<file path="config.mk">
export PLATFORM = sky130hd
export DESIGN_NAME = eint_trigger_unit
export DESIGN_NICKNAME = d
export VERILOG_FILES = /design/src/rtl/eint_pkg.sv /design/src/rtl/eint_cfg_bank.sv /design/src/rtl/eint_pin_trig.sv /design/src/rtl/eint_route.sv /design/src/rtl/eint_trigger_unit.sv
export SDC_FILE = /design/constraint.sdc
export NUM_CORES = 1
export LEC_CHECK = 0
export ABC_AREA = 1
export BUFFER_PORTS_ARGS = -buffer_cell sky130_fd_sc_hd__buf_2
export CAP_MARGIN = 20
export CORE_ASPECT_RATIO = 0.7
export CORE_MARGIN = 1.5
export CORE_UTILIZATION = 42
export CTS_CLUSTER_DIAMETER = 100
export DETAILED_ROUTE_END_ITERATION = 6
export GPL_TIMING_DRIVEN = 1
export PLACE_DENSITY_LB_ADDON = 0.1
export SETUP_SLACK_MARGIN = 0.4
export SLEW_MARGIN = 10
export SYNTH_ARGS = -nofsm -noshare
export SYNTH_HDL_FRONTEND = slang
export SYNTH_SLANG_ARGS = --single-unit
</file>
<file path="constraint.sdc">
create_clock -name clk -period 1.05 [get_ports clk]
set_clock_uncertainty 0.2 [all_clocks]
set_input_delay 0.1575 -clock clk [delete_from_list [all_inputs] [get_ports clk]]
set_output_delay 0.1575 -clock clk [all_outputs]
set_load 0.01 [all_outputs]
</file>
<file path="src/rtl/eint_pkg.sv">
package eint_pkg;

  // Field groups inside a configuration word; each group is SLOTS bits wide.
  typedef enum int {
    FLD_EN    = 0,
    FLD_CLR   = 1,
    FLD_LVL   = 2,
    FLD_POL   = 3,
    FLD_ANY   = 4,
    FLD_COUNT = 5
  } fld_e;

  typedef struct packed {
    logic en;
    logic lvl;
    logic pol;
    logic any;
  } pin_cfg_t;

  // Bit position of a field for a slot.
  function automatic int bitpos(fld_e fld, int slot, int slots);
    return int'(fld) * slots + slot;
  endfunction

  // Edge qualification from current and previous sampled level.
  function automatic logic edge_hit(logic cur, logic prev, logic pol, logic any);
    logic rise;
    logic fall;
    rise = cur & ~prev;
    fall = ~cur & prev;
    if (any) return rise | fall;
    return pol ? rise : fall;
  endfunction

  // Level qualification: active when pin equals the polarity bit.
  function automatic logic level_hit(logic cur, logic pol);
    return cur == pol;
  endfunction

endpackage

</file>
<file path="src/rtl/eint_cfg_bank.sv">
module eint_cfg_bank
  import eint_pkg::*;
#(
  parameter int NUM_PINS = 6,
  parameter int SLOTS    = 4,
  parameter int REG_W    = 32,
  parameter int SEL_W    = 1
) (
  input  logic                      clk,
  input  logic                      rst_n,
  input  logic                      we_i,
  input  logic [SEL_W-1:0]          wsel_i,
  input  logic [REG_W-1:0]          wdata_i,
  input  logic [SEL_W-1:0]          rsel_i,
  output logic [REG_W-1:0]          rdata_o,
  output pin_cfg_t [NUM_PINS-1:0]   cfg_o,
  output logic [NUM_PINS-1:0]       clr_o
);

  pin_cfg_t cfg_q [NUM_PINS];

  for (genvar k = 0; k < NUM_PINS; k++) begin : g_pin
    localparam int RIX = k / SLOTS;
    localparam int SL  = k % SLOTS;
    logic hit;
    assign hit = we_i && (wsel_i == SEL_W'(RIX));

    always_ff @(posedge clk or negedge rst_n) begin
      if (!rst_n) begin
        cfg_q[k] <= '0;
      end else if (hit) begin
        cfg_q[k].en  <= wdata_i[bitpos(FLD_EN,  SL, SLOTS)];
        cfg_q[k].lvl <= wdata_i[bitpos(FLD_LVL, SL, SLOTS)];
        cfg_q[k].pol <= wdata_i[bitpos(FLD_POL, SL, SLOTS)];
        cfg_q[k].any <= wdata_i[bitpos(FLD_ANY, SL, SLOTS)];
      end
    end

    assign cfg_o[k] = cfg_q[k];
    assign clr_o[k] = hit && wdata_i[bitpos(FLD_CLR, SL, SLOTS)];
  end

  // Read mux: clear bits and absent slots stay 0.
  always_comb begin
    rdata_o = '0;
    for (int k = 0; k < NUM_PINS; k++) begin
      if (rsel_i == SEL_W'(k / SLOTS)) begin
        rdata_o[bitpos(FLD_EN,  k % SLOTS, SLOTS)] = cfg_q[k].en;
        rdata_o[bitpos(FLD_LVL, k % SLOTS, SLOTS)] = cfg_q[k].lvl;
        rdata_o[bitpos(FLD_POL, k % SLOTS, SLOTS)] = cfg_q[k].pol;
        rdata_o[bitpos(FLD_ANY, k % SLOTS, SLOTS)] = cfg_q[k].any;
      end
    end
  end

  // Reserved write bits are deliberately dropped.
  logic unused_ok;
  assign unused_ok = ^wdata_i;

endmodule

</file>
<file path="src/rtl/eint_pin_trig.sv">
module eint_pin_trig
  import eint_pkg::*;
(
  input  logic     clk,
  input  logic     rst_n,
  input  logic     pin_i,
  input  pin_cfg_t cfg_i,
  input  logic     clr_i,
  output logic     evt_o,
  output logic     pend_o,
  output logic     req_o
);

  logic pin_q;

  always_ff @(posedge clk or negedge rst_n) begin
    if (!rst_n) pin_q <= 1'b0;
    else        pin_q <= pin_i;
  end

  assign evt_o = !cfg_i.lvl && edge_hit(pin_i, pin_q, cfg_i.pol, cfg_i.any);

  // Sticky latch; a fresh edge outranks a clear in the same cycle.
  always_ff @(posedge clk or negedge rst_n) begin
    if (!rst_n)         pend_o <= 1'b0;
    else if (cfg_i.lvl) pend_o <= 1'b0;
    else                pend_o <= evt_o | (pend_o & ~clr_i);
  end

  assign req_o = cfg_i.lvl ? level_hit(pin_i, cfg_i.pol) : pend_o;

endmodule

</file>
<file path="src/rtl/eint_route.sv">
module eint_route #(
  parameter int NUM_PINS     = 6,
  parameter int STAT_W       = 32,
  parameter int CASCADE_BASE = 24,
  parameter bit CASCADE      = 1'b1
) (
  input  logic [NUM_PINS-1:0] req_i,
  output logic [NUM_PINS-1:0] cpu_irq_o,
  output logic [STAT_W-1:0]   agg_o
);

  // CASCADE_BASE + NUM_PINS must not exceed STAT_W.
  if (CASCADE) begin : g_cascade
    always_comb begin
      agg_o = '0;
      agg_o[CASCADE_BASE +: NUM_PINS] = req_i;
    end
    assign cpu_irq_o = '0;
  end else begin : g_direct
    assign agg_o     = '0;
    assign cpu_irq_o = req_i;
  end

endmodule

</file>
<file path="src/rtl/eint_trigger_unit.sv">
module eint_trigger_unit
  import eint_pkg::*;
#(
  parameter int NUM_PINS     = 6,
  parameter int SLOTS        = 4,
  parameter int REG_W        = 32,
  parameter int STAT_W       = 32,
  parameter int CASCADE_BASE = 24,
  parameter bit CASCADE      = 1'b1,
  localparam int NUM_REGS    = (NUM_PINS + SLOTS - 1) / SLOTS,
  localparam int SEL_W       = (NUM_REGS > 1) ? $clog2(NUM_REGS) : 1
) (
  input  logic                clk,
  input  logic                rst_n,
  input  logic [NUM_PINS-1:0] pin_i,
  input  logic                cfg_we,
  input  logic [SEL_W-1:0]    cfg_sel,
  input  logic [REG_W-1:0]    cfg_wdata,
  input  logic [SEL_W-1:0]    rd_sel,
  output logic [REG_W-1:0]    rd_data,
  output logic [NUM_PINS-1:0] cpu_irq_o,
  output logic [STAT_W-1:0]   agg_stat_o
);

  pin_cfg_t [NUM_PINS-1:0] cfg;

  // Named internal events, brought out for the checker.
  logic [NUM_PINS-1:0] en_v;
  logic [NUM_PINS-1:0] lvl_v;
  logic [NUM_PINS-1:0] clr_v;
  logic [NUM_PINS-1:0] evt_v;
  logic [NUM_PINS-1:0] pend_v;
  logic [NUM_PINS-1:0] req_v;
  logic [NUM_PINS-1:0] out_v;

  eint_cfg_bank #(
    .NUM_PINS(NUM_PINS), .SLOTS(SLOTS), .REG_W(REG_W), .SEL_W(SEL_W)
  ) u_bank (
    .clk(clk), .rst_n(rst_n),
    .we_i(cfg_we), .wsel_i(cfg_sel), .wdata_i(cfg_wdata),
    .rsel_i(rd_sel), .rdata_o(rd_data),
    .cfg_o(cfg), .clr_o(clr_v)
  );

  for (genvar k = 0; k < NUM_PINS; k++) begin : g_trig
    eint_pin_trig u_trig (
      .clk(clk), .rst_n(rst_n),
      .pin_i(pin_i[k]), .cfg_i(cfg[k]), .clr_i(clr_v[k]),
      .evt_o(evt_v[k]), .pend_o(pend_v[k]), .req_o(req_v[k])
    );
    assign en_v[k]  = cfg[k].en;
    assign lvl_v[k] = cfg[k].lvl;
    assign out_v[k] = req_v[k] & cfg[k].en;
  end

  eint_route #(
    .NUM_PINS(NUM_PINS), .STAT_W(STAT_W),
    .CASCADE_BASE(CASCADE_BASE), .CASCADE(CASCADE)
  ) u_route (
    .req_i(out_v), .cpu_irq_o(cpu_irq_o), .agg_o(agg_stat_o)
  );

endmodule

</file>
==> flow_results.xml <==
<?xml version="1.0" encoding="UTF-8"?>
<metrics>
  <group name="outcome">
    <metric name="status" unit="">finished with violations</metric>
    <metric name="violations" unit="">negative hold slack, negative setup slack</metric>
  </group>
  <group name="pwr">
    <metric name="share_comb_of_total_power" unit="%">33.6</metric>
    <metric name="power_per_cell_area" unit="mW/mm^2">1390</metric>
    <metric name="total_switching_power" unit="mW">1.43</metric>
    <metric name="p_total" unit="mW">4.62</metric>
    <metric name="power_frac_clock" unit="%">29.7</metric>
    <metric name="ir_worst_vdd" unit="mV">0.770</metric>
    <metric name="p_leak" unit="nW">1.80</metric>
    <metric name="cellInternalPower" unit="mW">3.18</metric>
    <metric name="swShare" unit="%">31.0</metric>
    <metric name="share_seq_of_total_power" unit="%">36.7</metric>
  </group>
  <group name="critical_path">
    <metric name="worstReg2RegStart" unit="">u_bank.cfg_o[1]</metric>
    <metric name="timing.critical_path.from" unit="">u_bank.cfg_o[21]</metric>
    <metric name="reg2reg_depth" unit="">8</metric>
    <metric name="cp-start-kind" unit="">flop</metric>
    <metric name="worst_ep_required_time" unit="ns">0.69</metric>
    <metric name="regToRegSetupSlack" unit="ns">-0.24</metric>
    <metric name="critPathArrivalTime" unit="ns">1.16</metric>
    <metric name="worstReg2RegEnd" unit="">g_trig[0].u_trig.pend_o</metric>
    <metric name="worstSetupPathType" unit="">reg -&gt; out</metric>
    <metric name="worstSetupEndpointType" unit="">primary output</metric>
    <metric name="critical_path_peak_fanout" unit="">2</metric>
    <metric name="setup.worst_path.end" unit="">agg_stat_o[29]</metric>
  </group>
  <group name="grt">
    <metric name="grt.overflow.total" unit="">0</metric>
    <metric name="grt_usage" unit="%">17.7</metric>
    <metric name="grt_max_degree" unit="">37</metric>
    <metric name="global_route_wire_length_before_repair" unit="um">8110</metric>
    <metric name="grt_pass1_vias" unit="">1721</metric>
    <metric name="antenna_found_initial" unit="">0</metric>
  </group>
  <group name="die">
    <metric name="placeable_core_region" unit="sq mm">0.00526</metric>
    <metric name="dieWidth" unit="um">91.4</metric>
    <metric name="design.die.area" unit="sq mm">0.00593</metric>
    <metric name="core.rowCount" unit="">22</metric>
    <metric name="initial_core_utilization" unit="%">43.7</metric>
    <metric name="io_pins" unit="">113</metric>
    <metric name="die_height" unit="um">64.9</metric>
  </group>
  <group name="detailed_routing">
    <metric name="drt-total-wl" unit="um">5060</metric>
    <metric name="firstDrtPassIters" unit="">4</metric>
    <metric name="routed_wire_length_per_instance" unit="um">10.9</metric>
    <metric name="drc" unit="">0</metric>
    <metric name="vias" unit="">1950</metric>
    <metric name="drt_first_iter_violations" unit="">64</metric>
    <metric name="avgViaCountPerCell" unit="">4.21</metric>
    <metric name="antenna_left" unit="">0</metric>
  </group>
  <group name="placement">
    <metric name="place.port_buffers" unit="">52</metric>
    <metric name="postPlaceCellArea" unit="sq mm">0.00278</metric>
    <metric name="detailedPlace.worstSlack" unit="ns">-0.142</metric>
    <metric name="placed_cell_count" unit="">432</metric>
    <metric name="routabilityCongestion" unit="">0.754</metric>
    <metric name="dp_hpwl" unit="um">3520</metric>
  </group>
  <group name="timing">
    <metric name="worst_hold_slack" unit="ns">-0.386</metric>
    <metric name="fin_crit" unit="ns">1.52</metric>
    <metric name="hold_violations" unit="">70</metric>
    <metric name="report.final.setup_viol" unit="">32</metric>
    <metric name="slew_viol_final" unit="">0</metric>
    <metric name="portion_of_the_clock_cycle_consumed_by_the_worst_path_in_the_final_layout" unit="%">144</metric>
    <metric name="setup_repair_after_global_routing_missed_its_margin" unit="">true</metric>
    <metric name="setup-tns-final" unit="ns">-8.67</metric>
    <metric name="timing.fmax" unit="MHz">659</metric>
    <metric name="post-route-worst-setup-slack" unit="ns">-0.467</metric>
  </group>
  <group name="cells_and_area">
    <metric name="final-instance-count-excl-fill" unit="">463</metric>
    <metric name="antenna_cells_inserted" unit="">0</metric>
    <metric name="area_growth" unit="%">44.9</metric>
    <metric name="post_route_cells_drive_above_1_share" unit="%">46.8</metric>
    <metric name="nNetsFinal" unit="">445</metric>
    <metric name="final_area" unit="sq mm">0.00333</metric>
  </group>
  <group name="clock_tree">
    <metric name="worst_skew_pair_latency" unit="ns">0.29</metric>
    <metric name="cts_max_level" unit="">2</metric>
    <metric name="ctsLongestPathBuffers" unit="">2</metric>
    <metric name="cts_tree" unit="">yes</metric>
    <metric name="worst_setup_hold_path_clk_slew" unit="ns">0.08</metric>
    <metric name="clock_sink_count" unit="">36</metric>
    <metric name="root_buffer" unit="">sky130_fd_sc_hd__clkbuf_8</metric>
    <metric name="cts_inserted_buffers" unit="">5</metric>
  </group>
  <group name="yosys">
    <metric name="ys_types" unit="">19</metric>
    <metric name="async_set_or_reset_register_ratio_after_synthesis" unit="%">100</metric>
    <metric name="synth_warnings" unit="">0</metric>
    <metric name="synth_largest_type_area_fraction" unit="%">39.2</metric>
    <metric name="dominantRegCellSynth" unit="">sky130_fd_sc_hd__dfrtp_1</metric>
    <metric name="number_of_flops_mapped_to_enable_cells_by_yosys" unit="">0</metric>
    <metric name="netlist_area_pre_place" unit="sq mm">0.00230</metric>
    <metric name="post_synth_inst_count" unit="">289</metric>
    <metric name="synth-seq-area-share" unit="%">39.2</metric>
    <metric name="netlist_top_cells_area" unit="">sky130_fd_sc_hd__dfrtp_1, sky130_fd_sc_hd__buf_4, sky130_fd_sc_hd__nand2_1, sky130_fd_sc_hd__inv_1, sky130_fd_sc_hd__ha_1</metric>
    <metric name="dominant_cell_type_by_area_after_synthesis" unit="">sky130_fd_sc_hd__dfrtp_1</metric>
    <metric name="post_synth.cell_area_avg" unit="sq um">7.94</metric>
    <metric name="synth_most_common_cell" unit="">sky130_fd_sc_hd__nand2_1</metric>
    <metric name="synth-seq-cells" unit="">36</metric>
    <metric name="synthTopCellsByCount" unit="">sky130_fd_sc_hd__nand2_1, sky130_fd_sc_hd__buf_4, sky130_fd_sc_hd__inv_1, sky130_fd_sc_hd__dfrtp_1, sky130_fd_sc_hd__o21ai_0</metric>
  </group>
  <group name="worst_hold_path">
    <metric name="hold_class" unit="">in -&gt; async</metric>
  </group>
  <group name="job">
    <metric name="max_cap_violations" unit="">0</metric>
  </group>
</metrics>
==> critical path, cell delays in order (launching register included) <==
cell	delay [ns]
sky130_fd_sc_hd__dfrtp_1	0.40
sky130_fd_sc_hd__xnor2_1	0.15
sky130_fd_sc_hd__o21bai_1	0.13
sky130_fd_sc_hd__inv_1	0.05
sky130_fd_sc_hd__buf_2	0.13
==> cell usage in the layout, fill, tap and decap left out, types with 3 or more instances in the layout <==
master and count:
sky130_fd_sc_hd__inv_1 27, sky130_fd_sc_hd__buf_6 34, sky130_fd_sc_hd__nor2_4 7, sky130_fd_sc_hd__a21oi_2 7
sky130_fd_sc_hd__nor2_1 8, sky130_fd_sc_hd__clkbuf_8 7, sky130_fd_sc_hd__nand2_1 47, sky130_fd_sc_hd__a21oi_1 3
sky130_fd_sc_hd__nand3_1 5, sky130_fd_sc_hd__buf_4 16, sky130_fd_sc_hd__dfrtp_1 36, sky130_fd_sc_hd__o21ai_1 14
sky130_fd_sc_hd__xnor2_1 4, sky130_fd_sc_hd__buf_2 46, sky130_fd_sc_hd__nand2_2 13, sky130_fd_sc_hd__buf_12 5
sky130_fd_sc_hd__o21ai_2 20, sky130_fd_sc_hd__nand3_2 3, sky130_fd_sc_hd__inv_2 16, sky130_fd_sc_hd__ha_1 12
sky130_fd_sc_hd__conb_1 48
==> stage by stage <==
| stage | hold slack, ns | utilization [%] |
|---|---|---|
| 4_1_cts | -0.381 | 60.2 |
| 5_1_grt | -0.363 | 63.3 |
| 3_3_place_gp | -0.0576 | 52.8 |
| 6_report | -0.386 | 63.3 |
| 3_5_place_dp | -0.0621 | 52.8 |
| 2_1_floorplan | -0.338 | - |
==> worst min-delay path by stage <==
| stage | cells after the start | startpoint | to | slack (ns) |
|---|---|---|---|---|
| after floorplan | 0 | rst_n | g_trig[0].u_trig.pend_o | -0.34 |
| after global placement | 2 | rst_n | u_bank.cfg_o[17] | -0.06 |
| after detailed placement | 2 | rst_n | u_bank.cfg_o[17] | -0.06 |
| after CTS | 2 | rst_n | u_bank.cfg_o[17] | -0.38 |
| after global routing | 2 | rst_n | g_trig[4].u_trig.pend_o | -0.36 |
| final | 2 | rst_n | u_bank.cfg_o[17] | -0.39 |
==> cells by family (layout without fill, tap and decap cells) <==
logic type      after synthesis  after routing  share of synthesized area (%)
fa+ha+maj                    12             12                           6.54
xor+xnor                      4              4                           1.53
simple gates                 86             86                           14.9
mux                           2              2                          0.981
buf+inv                     100            155                           25.6
other cells                   1             48                          0.163
flops                        36             36                           39.2
compound gates               48             48                           11.0
==> state kept, by name, indices dropped and copies added (netlist names) <==
name / count
g_trig.u_trig.pin_q: 6
u_bank.cfg_o: 24
g_trig.u_trig.pend_o: 6
==> layout make-up <==
type	count	area, sq um
clock buffer	7	96.3
sequential	36	901
inverter	46	188
timing repair buffer	101	833
clock inverter	1	30.0
tap	72	90.1
fill	468	1930
multi-input combinational	200	1190
==> layer usage <==
metal | share of wire [%] | global-route usage [%]
met4 | 1.1 | 6.05
met3 | 5.4 | 4.46
met2 | 44 | 25.1
met5 | 0 | 0
met1 | 50 | 25.8
==> timing repair <==
| action | 4_1_cts | 5_1_grt |
|---|---|---|
| hold endpoints to repair | 70 | 68 |
| setup buffers | 14 | 9 |
| endpoints found under the setup margin | 52 | 52 |
| pin swaps | 19 | 8 |
| resized for setup | 48 | 32 |
==> power by group through the flow <==
| stage | Sequential (mW) | Combinational, mW | Clock (mW) |
|---|---|---|---|
| after floorplan | 1.69 | 0.816 | 0 |
| after global placement | 1.70 | 1.13 | 0 |
| after detailed placement | 1.71 | 1.14 | 0 |
| after CTS | 1.69 | 1.39 | 1.40 |
| after global routing | 1.72 | 1.71 | 1.47 |
| final | 1.70 | 1.55 | 1.37 |
(Power assumes the default switching activity.)
